--- config.mk ---
export PLATFORM = sky130hd
export DESIGN_NAME = burst_col_seq
export DESIGN_NICKNAME = d
export VERILOG_FILES = /design/src/rtl/bcs_pkg.sv /design/src/rtl/bcs_cfg_capture.sv /design/src/rtl/bcs_beat_ctr.sv /design/src/rtl/bcs_addr_gen.sv /design/src/rtl/burst_col_seq.sv
export SDC_FILE = /design/constraint.sdc
export NUM_CORES = 1
export LEC_CHECK = 0
export BUFFER_PORTS_ARGS = -buffer_cell sky130_fd_sc_hd__buf_2
export CAP_MARGIN = 15
export CORE_MARGIN = 5
export CORE_UTILIZATION = 44
export DETAILED_ROUTE_END_ITERATION = 8
export GPL_TIMING_DRIVEN = 0
export PLACE_DENSITY = 0.61
export SLEW_MARGIN = 20
export SYNTH_ARGS = -nofsm -noshare
export SYNTH_HDL_FRONTEND = slang
export SYNTH_SLANG_ARGS = --single-unit
--- constraint.sdc ---
create_clock -name clk -period 2.1 [get_ports clk]
set_input_delay 0.105 -clock clk [delete_from_list [all_inputs] [get_ports clk]]
set_output_delay 0.105 -clock clk [all_outputs]
set_load 0.02 [all_outputs]
--- src/rtl/bcs_pkg.sv ---
package bcs_pkg;

    parameter int COL_BITS = 10;
    parameter int CODE_BITS = 3;

    typedef logic [COL_BITS-1:0] col_t;

    typedef enum logic [CODE_BITS-1:0] {
        BL_ONE   = 3'd0,
        BL_TWO   = 3'd1,
        BL_FOUR  = 3'd2,
        BL_EIGHT = 3'd3,
        BL_PAGE  = 3'd4
    } blen_e;

    typedef struct packed {
        col_t base;
        col_t offs;
        col_t mask;
        col_t last_idx;
        logic xor_mode;
        logic page;
    } burst_cfg_t;

    function automatic logic is_page(logic [CODE_BITS-1:0] code);
        return code >= BL_PAGE;
    endfunction

    function automatic col_t wrap_mask(logic [CODE_BITS-1:0] code);
        col_t m;
        if (is_page(code)) m = '1;
        else m = col_t'((1 << code) - 1);
        return m;
    endfunction

    function automatic col_t beat_addr(burst_cfg_t c, col_t beat);
        col_t o;
        o = c.xor_mode ? (c.offs ^ beat) : (c.offs + beat);
        return c.base | (o & c.mask);
    endfunction

endpackage

--- src/rtl/bcs_cfg_capture.sv ---
module bcs_cfg_capture
    import bcs_pkg::*;
#(
    parameter int CW = COL_BITS,
    parameter int LW = CODE_BITS
) (
    input  logic          clk,
    input  logic          rst,
    input  logic          start,
    input  logic [CW-1:0] start_col,
    input  logic [LW-1:0] len_code,
    input  logic          ilv,
    output burst_cfg_t    cfg,
    output logic          cfg_err
);
    burst_cfg_t nxt;
    logic       page_req;

    always_comb begin
        page_req     = is_page(len_code);
        nxt.mask     = wrap_mask(len_code);
        nxt.base     = start_col & ~nxt.mask;
        nxt.offs     = start_col & nxt.mask;
        nxt.last_idx = nxt.mask;
        nxt.page     = page_req;
        // single beat ignores ordering; full page forces sequential
        nxt.xor_mode = ilv && !page_req && (len_code != BL_ONE);
    end

    always_ff @(posedge clk) begin
        if (rst) begin
            cfg     <= '0;
            cfg_err <= 1'b0;
        end else if (start) begin
            cfg     <= nxt;
            cfg_err <= ilv && page_req;
        end
    end
endmodule

--- src/rtl/bcs_beat_ctr.sv ---
module bcs_beat_ctr
    import bcs_pkg::*;
#(
    parameter int CW = COL_BITS
) (
    input  logic          clk,
    input  logic          rst,
    input  logic          start,
    input  logic          stop,
    input  logic [CW-1:0] last_idx,
    input  logic          page,
    output logic          active,
    output logic [CW-1:0] beat,
    output logic          at_end
);
    assign at_end = active && !page && (beat == last_idx);

    always_ff @(posedge clk) begin
        if (rst) begin
            active <= 1'b0;
            beat   <= '0;
        end else if (start) begin
            active <= 1'b1;
            beat   <= '0;
        end else if (active) begin
            if (stop || at_end) begin
                active <= 1'b0;
            end else begin
                beat <= beat + 1'b1;
            end
        end
    end
endmodule

--- src/rtl/bcs_addr_gen.sv ---
module bcs_addr_gen
    import bcs_pkg::*;
#(
    parameter int CW = COL_BITS
) (
    input  burst_cfg_t    cfg,
    input  logic [CW-1:0] beat,
    output logic [CW-1:0] col
);
    assign col = beat_addr(cfg, beat);
endmodule

--- src/rtl/burst_col_seq.sv ---
module burst_col_seq
    import bcs_pkg::*;
#(
    parameter int CW = COL_BITS,
    parameter int LW = CODE_BITS
) (
    input  logic          clk,
    input  logic          rst,
    input  logic          start,
    input  logic [CW-1:0] start_col,
    input  logic [LW-1:0] len_code,
    input  logic          ilv,
    input  logic          stop,
    output logic [CW-1:0] col_out,
    output logic          col_valid,
    output logic          col_last,
    output logic          cfg_err
);
    burst_cfg_t    cfg;
    logic          active;
    logic          at_end;
    logic [CW-1:0] beat;

    bcs_cfg_capture #(.CW(CW), .LW(LW)) u_cfg (
        .clk(clk), .rst(rst), .start(start), .start_col(start_col),
        .len_code(len_code), .ilv(ilv), .cfg(cfg), .cfg_err(cfg_err)
    );

    bcs_beat_ctr #(.CW(CW)) u_ctr (
        .clk(clk), .rst(rst), .start(start), .stop(stop),
        .last_idx(cfg.last_idx), .page(cfg.page),
        .active(active), .beat(beat), .at_end(at_end)
    );

    bcs_addr_gen #(.CW(CW)) u_addr (
        .cfg(cfg), .beat(beat), .col(col_out)
    );

    assign col_valid = active;
    assign col_last  = at_end;
endmodule

=== Yosys cells after proc, flatten, opt, wreduce, memory -nomap -nowiden ===
Index checks and enable logic that the tools add are counted.

* Word-level logic and storage cells: 37
* Register bits: 44
* Input bits: 18

* Magnitude comparators: 1
* Shifts and indexed selects: 1
* Reduce and logical (&&, ||, !) cells: 11
* Add/subtract/negate cells: 3
* Equality and inequality tests: 1
* Bitwise operators: 7
* Mux-type cells: 5

{| class="wikitable"
|+ Operators with widths
! kind !! number
|-
| $and A10 B10 Y10 || 3
|-
| $mux W10 || 2
|-
| $add A10 B1 Y10 const B || 1
|-
| $add A10 B10 Y10 || 1
|-
| $eq A10 B10 Y1 || 1
|-
| $not A10 Y10 || 1
|-
| $or A10 B10 Y10 || 1
|-
| $shl A1 B3 Y10 const A || 1
|-
| $sub A10 B2 Y10 const B || 1
|-
| $xor A10 B10 Y10 || 1
|-
| $logic_and A1 B1 Y1 || 5
|-
| $ge A3 B3 Y1 const B || 1
|-
| $mux W1 || 3
|-
| $reduce_bool A3 Y1 || 1
|-
| $logic_not A1 Y1 || 2
|-
| $reduce_and A2 Y1 || 1
|-
| $reduce_or A2 Y1 || 1
|-
| $logic_or A1 B1 Y1 || 1
|-
| $not A1 Y1 || 1
|}

=== Longest topological paths before layout ===
* Depth in word-level cells: 7
* Depth in mapped cells: 8
* Depth with buffers taken out: 8

=== Cells and area by module ===
From an unflattened synthesis, not the netlist that was laid out.

* Cells, all modules: 305
* Area, all modules: 2,527.4 µm²

{| class="wikitable"
|+ Modules (own cells, without submodules)
! module !! cells each !! instances !! area each (µm²)
|-
| bcs_cfg_capture || 144 || 1 || 1,308.8
|-
| bcs_beat_ctr || 81 || 1 || 649.4
|-
| bcs_addr_gen || 80 || 1 || 569.3
|}

=== Least setup slack after synthesis ===
OpenSTA, ideal clock, no wires.

* Path kind: register to output
* Start point: register u_ctr.beat[0]
* End point: output port col_out[6]
* Cell stages (with the launch flop): 9
* Path slack: 0.225 ns
* Path buffers: 0
* Data arrival time: 1.770 ns
* Cells stage by stage: dfxtp_1 > ha_1 > inv_1 > fa_1 > nor2b_1 > o2111ai_1 > a21oi_1 > xor2_1 > a21o_1

* Cells in the longest elaborated chain, start to end: 4

{| class="wikitable"
|+ Ends and longest elaborated chain
! element !! RTL line !! source
|-
| from (decl) || bcs_beat_ctr.sv:13 || <nowiki>output logic [CW-1:0] beat,</nowiki>
|-
| from (signal assigned) || bcs_beat_ctr.sv:29 || <nowiki>beat <= beat + 1'b1;</nowiki>
|-
| $add A10 B10 Y10 || bcs_pkg.sv:38 || <nowiki>o = c.xor_mode ? (c.offs ^ beat) : (c.offs + beat);</nowiki>
|-
| $mux W10 || bcs_pkg.sv:38 ||
|-
| $and A10 B10 Y10 || bcs_pkg.sv:39 || <nowiki>return c.base | (o & c.mask);</nowiki>
|-
| $or A10 B10 Y10 || bcs_pkg.sv:39 ||
|-
| to (decl) || burst_col_seq.sv:14 || <nowiki>output logic [CW-1:0] col_out,</nowiki>
|}

Every way passes these cells.

=== Worst setup path in the final report ===
* Start point: register u_ctr.beat[0]
* End point: output port col_out[4]

The elaborated chain is that of the path after synthesis.

==> run summary <==
- **number of max-slew violations in the final report** 0
- **die outline area** 0.00681 mm^2
- **Worst Path Required** 2000 ps
- **number of enable-type register cells in the synthesized netlist** 0
- **# IOs** 31
- **gate count after technology mapping** 271
- **Area growth, synth to finish** 28.9%
- **detailed router's first-iteration violation count** 98
- **area occupied by multi-input gates** 0.00157 mm^2
- **number of clock sinks** 44
- **HP Class** in -> reg
- **Syn Area/Cell** 8.54 um^2
- **number of global-route vias before repair** 1977
- **endpoint type of the worst setup path** primary output
- **area taken by flip-flops and latches** 907 um^2
- **clock tree from TritonCTS** yes
- **Max FO, Critical Path** 2
- **number of setup violations in the final report** 4
- **clock latency of the later-clocked register in the worst-skew pair** 290 ps
- **share of the synthesized area in the top cell type** 38.1%
- **transition time of the tightest slew-check pin** 528 ps
- **hold-fix buffers at CTS** 0
- **number of synthesized register bits** 44
- **largest net degree at the start of global routing** 15
- **largest area contributor in the netlist** sky130_fd_sc_hd__dfxtp_1
- **IR drop worst, VDD** 0.490 mV
- **Leak** 0.00126 uW
- **placeable core region** 0.00511 mm^2
- **smallest setup slack after layout** -147 ps
- **width of the die** 82.5 um
- **Seq pwr share** 49.4%
- **number of antenna violations at the first check in global routing** 0
- **clock share of power** 37.7%
- **post-route DRC violation count** 0
- **initial core utilization** 45.3%
- **Port Buffers** 28
- **gp weighted congestion** 0.847
- **internal power summed over all cells** 1350 uW
- **ys async rst share** 0%
- **outcome** finished, violations left
- **setup repair after global routing missed its margin** true
- **cell chosen for the clock root** sky130_fd_sc_hd__clkbuf_8
- **nets@finish** 341
- **total negative slack for setup checks** -346 ps
- **die height** 82.5 um
- **Std-Cell Rows** 26
- **Synth Net Count** 301
- **logic gate share of total power** 12.9%
- **filler cell count** 474
- **number of hold violations in the final report** 0
- **antenna cells** 0
- **power density over the cells** 609 mW/mm^2
- **post-layout min period** 2250 ps
- **vias per inst** 5.59
- **smallest hold slack** 29.4 ps
- **violated checks** negative setup slack
- **clk_skew** 7.32 ps
- **number of search-and-repair iterations in the first detailed-routing pass** 4
- **most used flip-flop cell after synthesis** sky130_fd_sc_hd__dfxtp_1
- **wire length of the first global-routing pass** 9730 um
- **warnings from Yosys** 0
- **fraction of layout instances using a drive strength above 1** 27.2%
- **HPWL after DPL** 4360 um
- **Critical Setup Path Class** reg -> out
- **clk slew on worst S/H paths** 90 ps
- **Yosys cell types** 45
- **total vias in the final route** 2134
- **maximum frequency from static timing analysis** 445 MHz
- **H-tree depth** 2
- **max-capacitance violation count** 0
- **Switching Share** 25.5%
- **crit path DAT** 2140 ps
- **Psw** 463 uW
- **total wire length** 6100 um
- **synthesized area** 0.00231 mm^2
- **Routed WL per cell** 16.0 um
- **number of CTS-inserted buffers** 5
- **worst slew margin relative to its limit** 64.8%
- **number of nets still failing antenna checks after routing** 0
- **share of the cycle needed by the critical path after routing** 107%
- **clock buffer depth** 2
- **sequential fraction of the synthesis area** 38.1%
- **largest cells by area after synthesis** sky130_fd_sc_hd__dfxtp_1 38%, sky130_fd_sc_hd__xor2_1 6.1%, sky130_fd_sc_hd__ha_1 5.9%
- **Startpoint Class** register
- **grt total ovfl** 0
- **global-route total usage across every layer** 18.9%
- **final core occ** 58.4%
## timing repair
| action | in CTS | in global routing |
|---|---|---|
| setup endpoints to repair | 8 | 7 |
| pin swaps | 11 | 12 |
| buffers inserted | 2 | 3 |
| resized for setup | 35 | 32 |
## per-stage QoR
step                std cells  power, uW  instance area (um^2)  setup slack, ps
CTS                       379       1800                  2800             -145
finish                    382       1820                  2980             -147
detailed placement        369       1120                  2540             -139
global placement          369       1120                  2540             -136
global route              382       1890                  2980             -266
floorplan                 271       1050                  2310              225
## placed cells by master (no fill, tap or decap), drive strengths merged, types with 4 or more instances in the layout
cell type  synthesis  final
a22oi              9      9
ha                11     11
o21ai              5      5
nor2              28     28
or3                6      6
xor2              16     16
a211oi             5      5
nor4               6      6
nand2b             4      4
a21o              13     13
dfxtp             44     44
xnor2              4      4
inv                7      7
a21oi             26     26
buf                1     34
clkbuf            12     18
nand3              4      4
a22o               6      6
nand2             26     26
## cell families after synthesis
kind of cell               after synthesis  share of synthesized area, %
buffers and inverters                   20                          3.41
and+or+nand+nor                         93                          20.2
DFF                                     44                          38.1
xor gates and xnor gates                20                          7.57
adders and majority gates               12                          6.81
AOI/OAI and AO/OA                       79                          22.6
muxes                                    3                          1.30
## synth_stat cells (all sizes together), types with 4 or more instances
| library cell | number |
|---|---|
| dfxtp | 44 |
| nand2b | 4 |
| nand2 | 26 |
| nand3 | 4 |
| a22oi | 9 |
| nor4 | 6 |
| nor2 | 28 |
| clkbuf | 12 |
| ha | 11 |
| inv | 7 |
| a211oi | 5 |
| a21o | 13 |
| xnor2 | 4 |
| a22o | 6 |
| o21ai | 5 |
| xor2 | 16 |
| or3 | 6 |
| a21oi | 26 |
## power by group through the flow
stage / sequential, uW / combinational [uW] / clock, uW
floorplan: 907 / 142 / 0
global placement: 914 / 206 / 0
detailed placement: 915 / 208 / 0
CTS: 892 / 219 / 694
global route: 900 / 259 / 731
finish: 896 / 235 / 685
## registers in the layout, summed over array words and instances (netlist names)
register	flops
u_cfg.cfg	32
u_cfg.cfg_err	1
u_ctr.active	1
u_ctr.beat	10
## final cells by class
| type | count | share of cell area, % |
|---|---|---|
| clock inverter | 2 | 1.30 |
| timing repair buffer | 33 | 7.17 |
| multi-input combinational | 207 | 52.7 |
| inverter | 7 | 0.881 |
| sequential | 44 | 30.4 |
| buffer | 13 | 1.80 |
| tap | 70 | 2.94 |
| clock buffer | 6 | 2.77 |
## metal layers
layer	global-route usage, %	vias to the layer above	share of wire [%]
li1	-	1059	-
met1	25.2	1020	46
met2	31.7	42	48
met3	3.58	13	4.1
met4	4.58	0	2.1
met5	0	-	0
## worst paths after layout
check           startpoint            end  slack, ps  cells after the start
max          u_ctr.beat[0]     col_out[4]       -150                     10
min           start_col[6]  u_cfg.cfg[38]         30                      2
max reg2reg  u_ctr.beat[0]  u_ctr.beat[8]        230                      7
min reg2reg  u_cfg.cfg[32]  u_cfg.cfg[32]        460                      2
## worst max-delay path: stages, from the launching register on
cell                      delay [ps]
sky130_fd_sc_hd__dfxtp_4         380
sky130_fd_sc_hd__ha_4            130
sky130_fd_sc_hd__inv_2            40
sky130_fd_sc_hd__fa_2            360
sky130_fd_sc_hd__nor2b_4         170
sky130_fd_sc_hd__buf_4           130
sky130_fd_sc_hd__o21ai_2          60
sky130_fd_sc_hd__a21oi_2         150
sky130_fd_sc_hd__xor2_1          170
sky130_fd_sc_hd__a21o_1          150
sky130_fd_sc_hd__buf_6           110
Note: power is estimated with default switching activity, not from simulation.
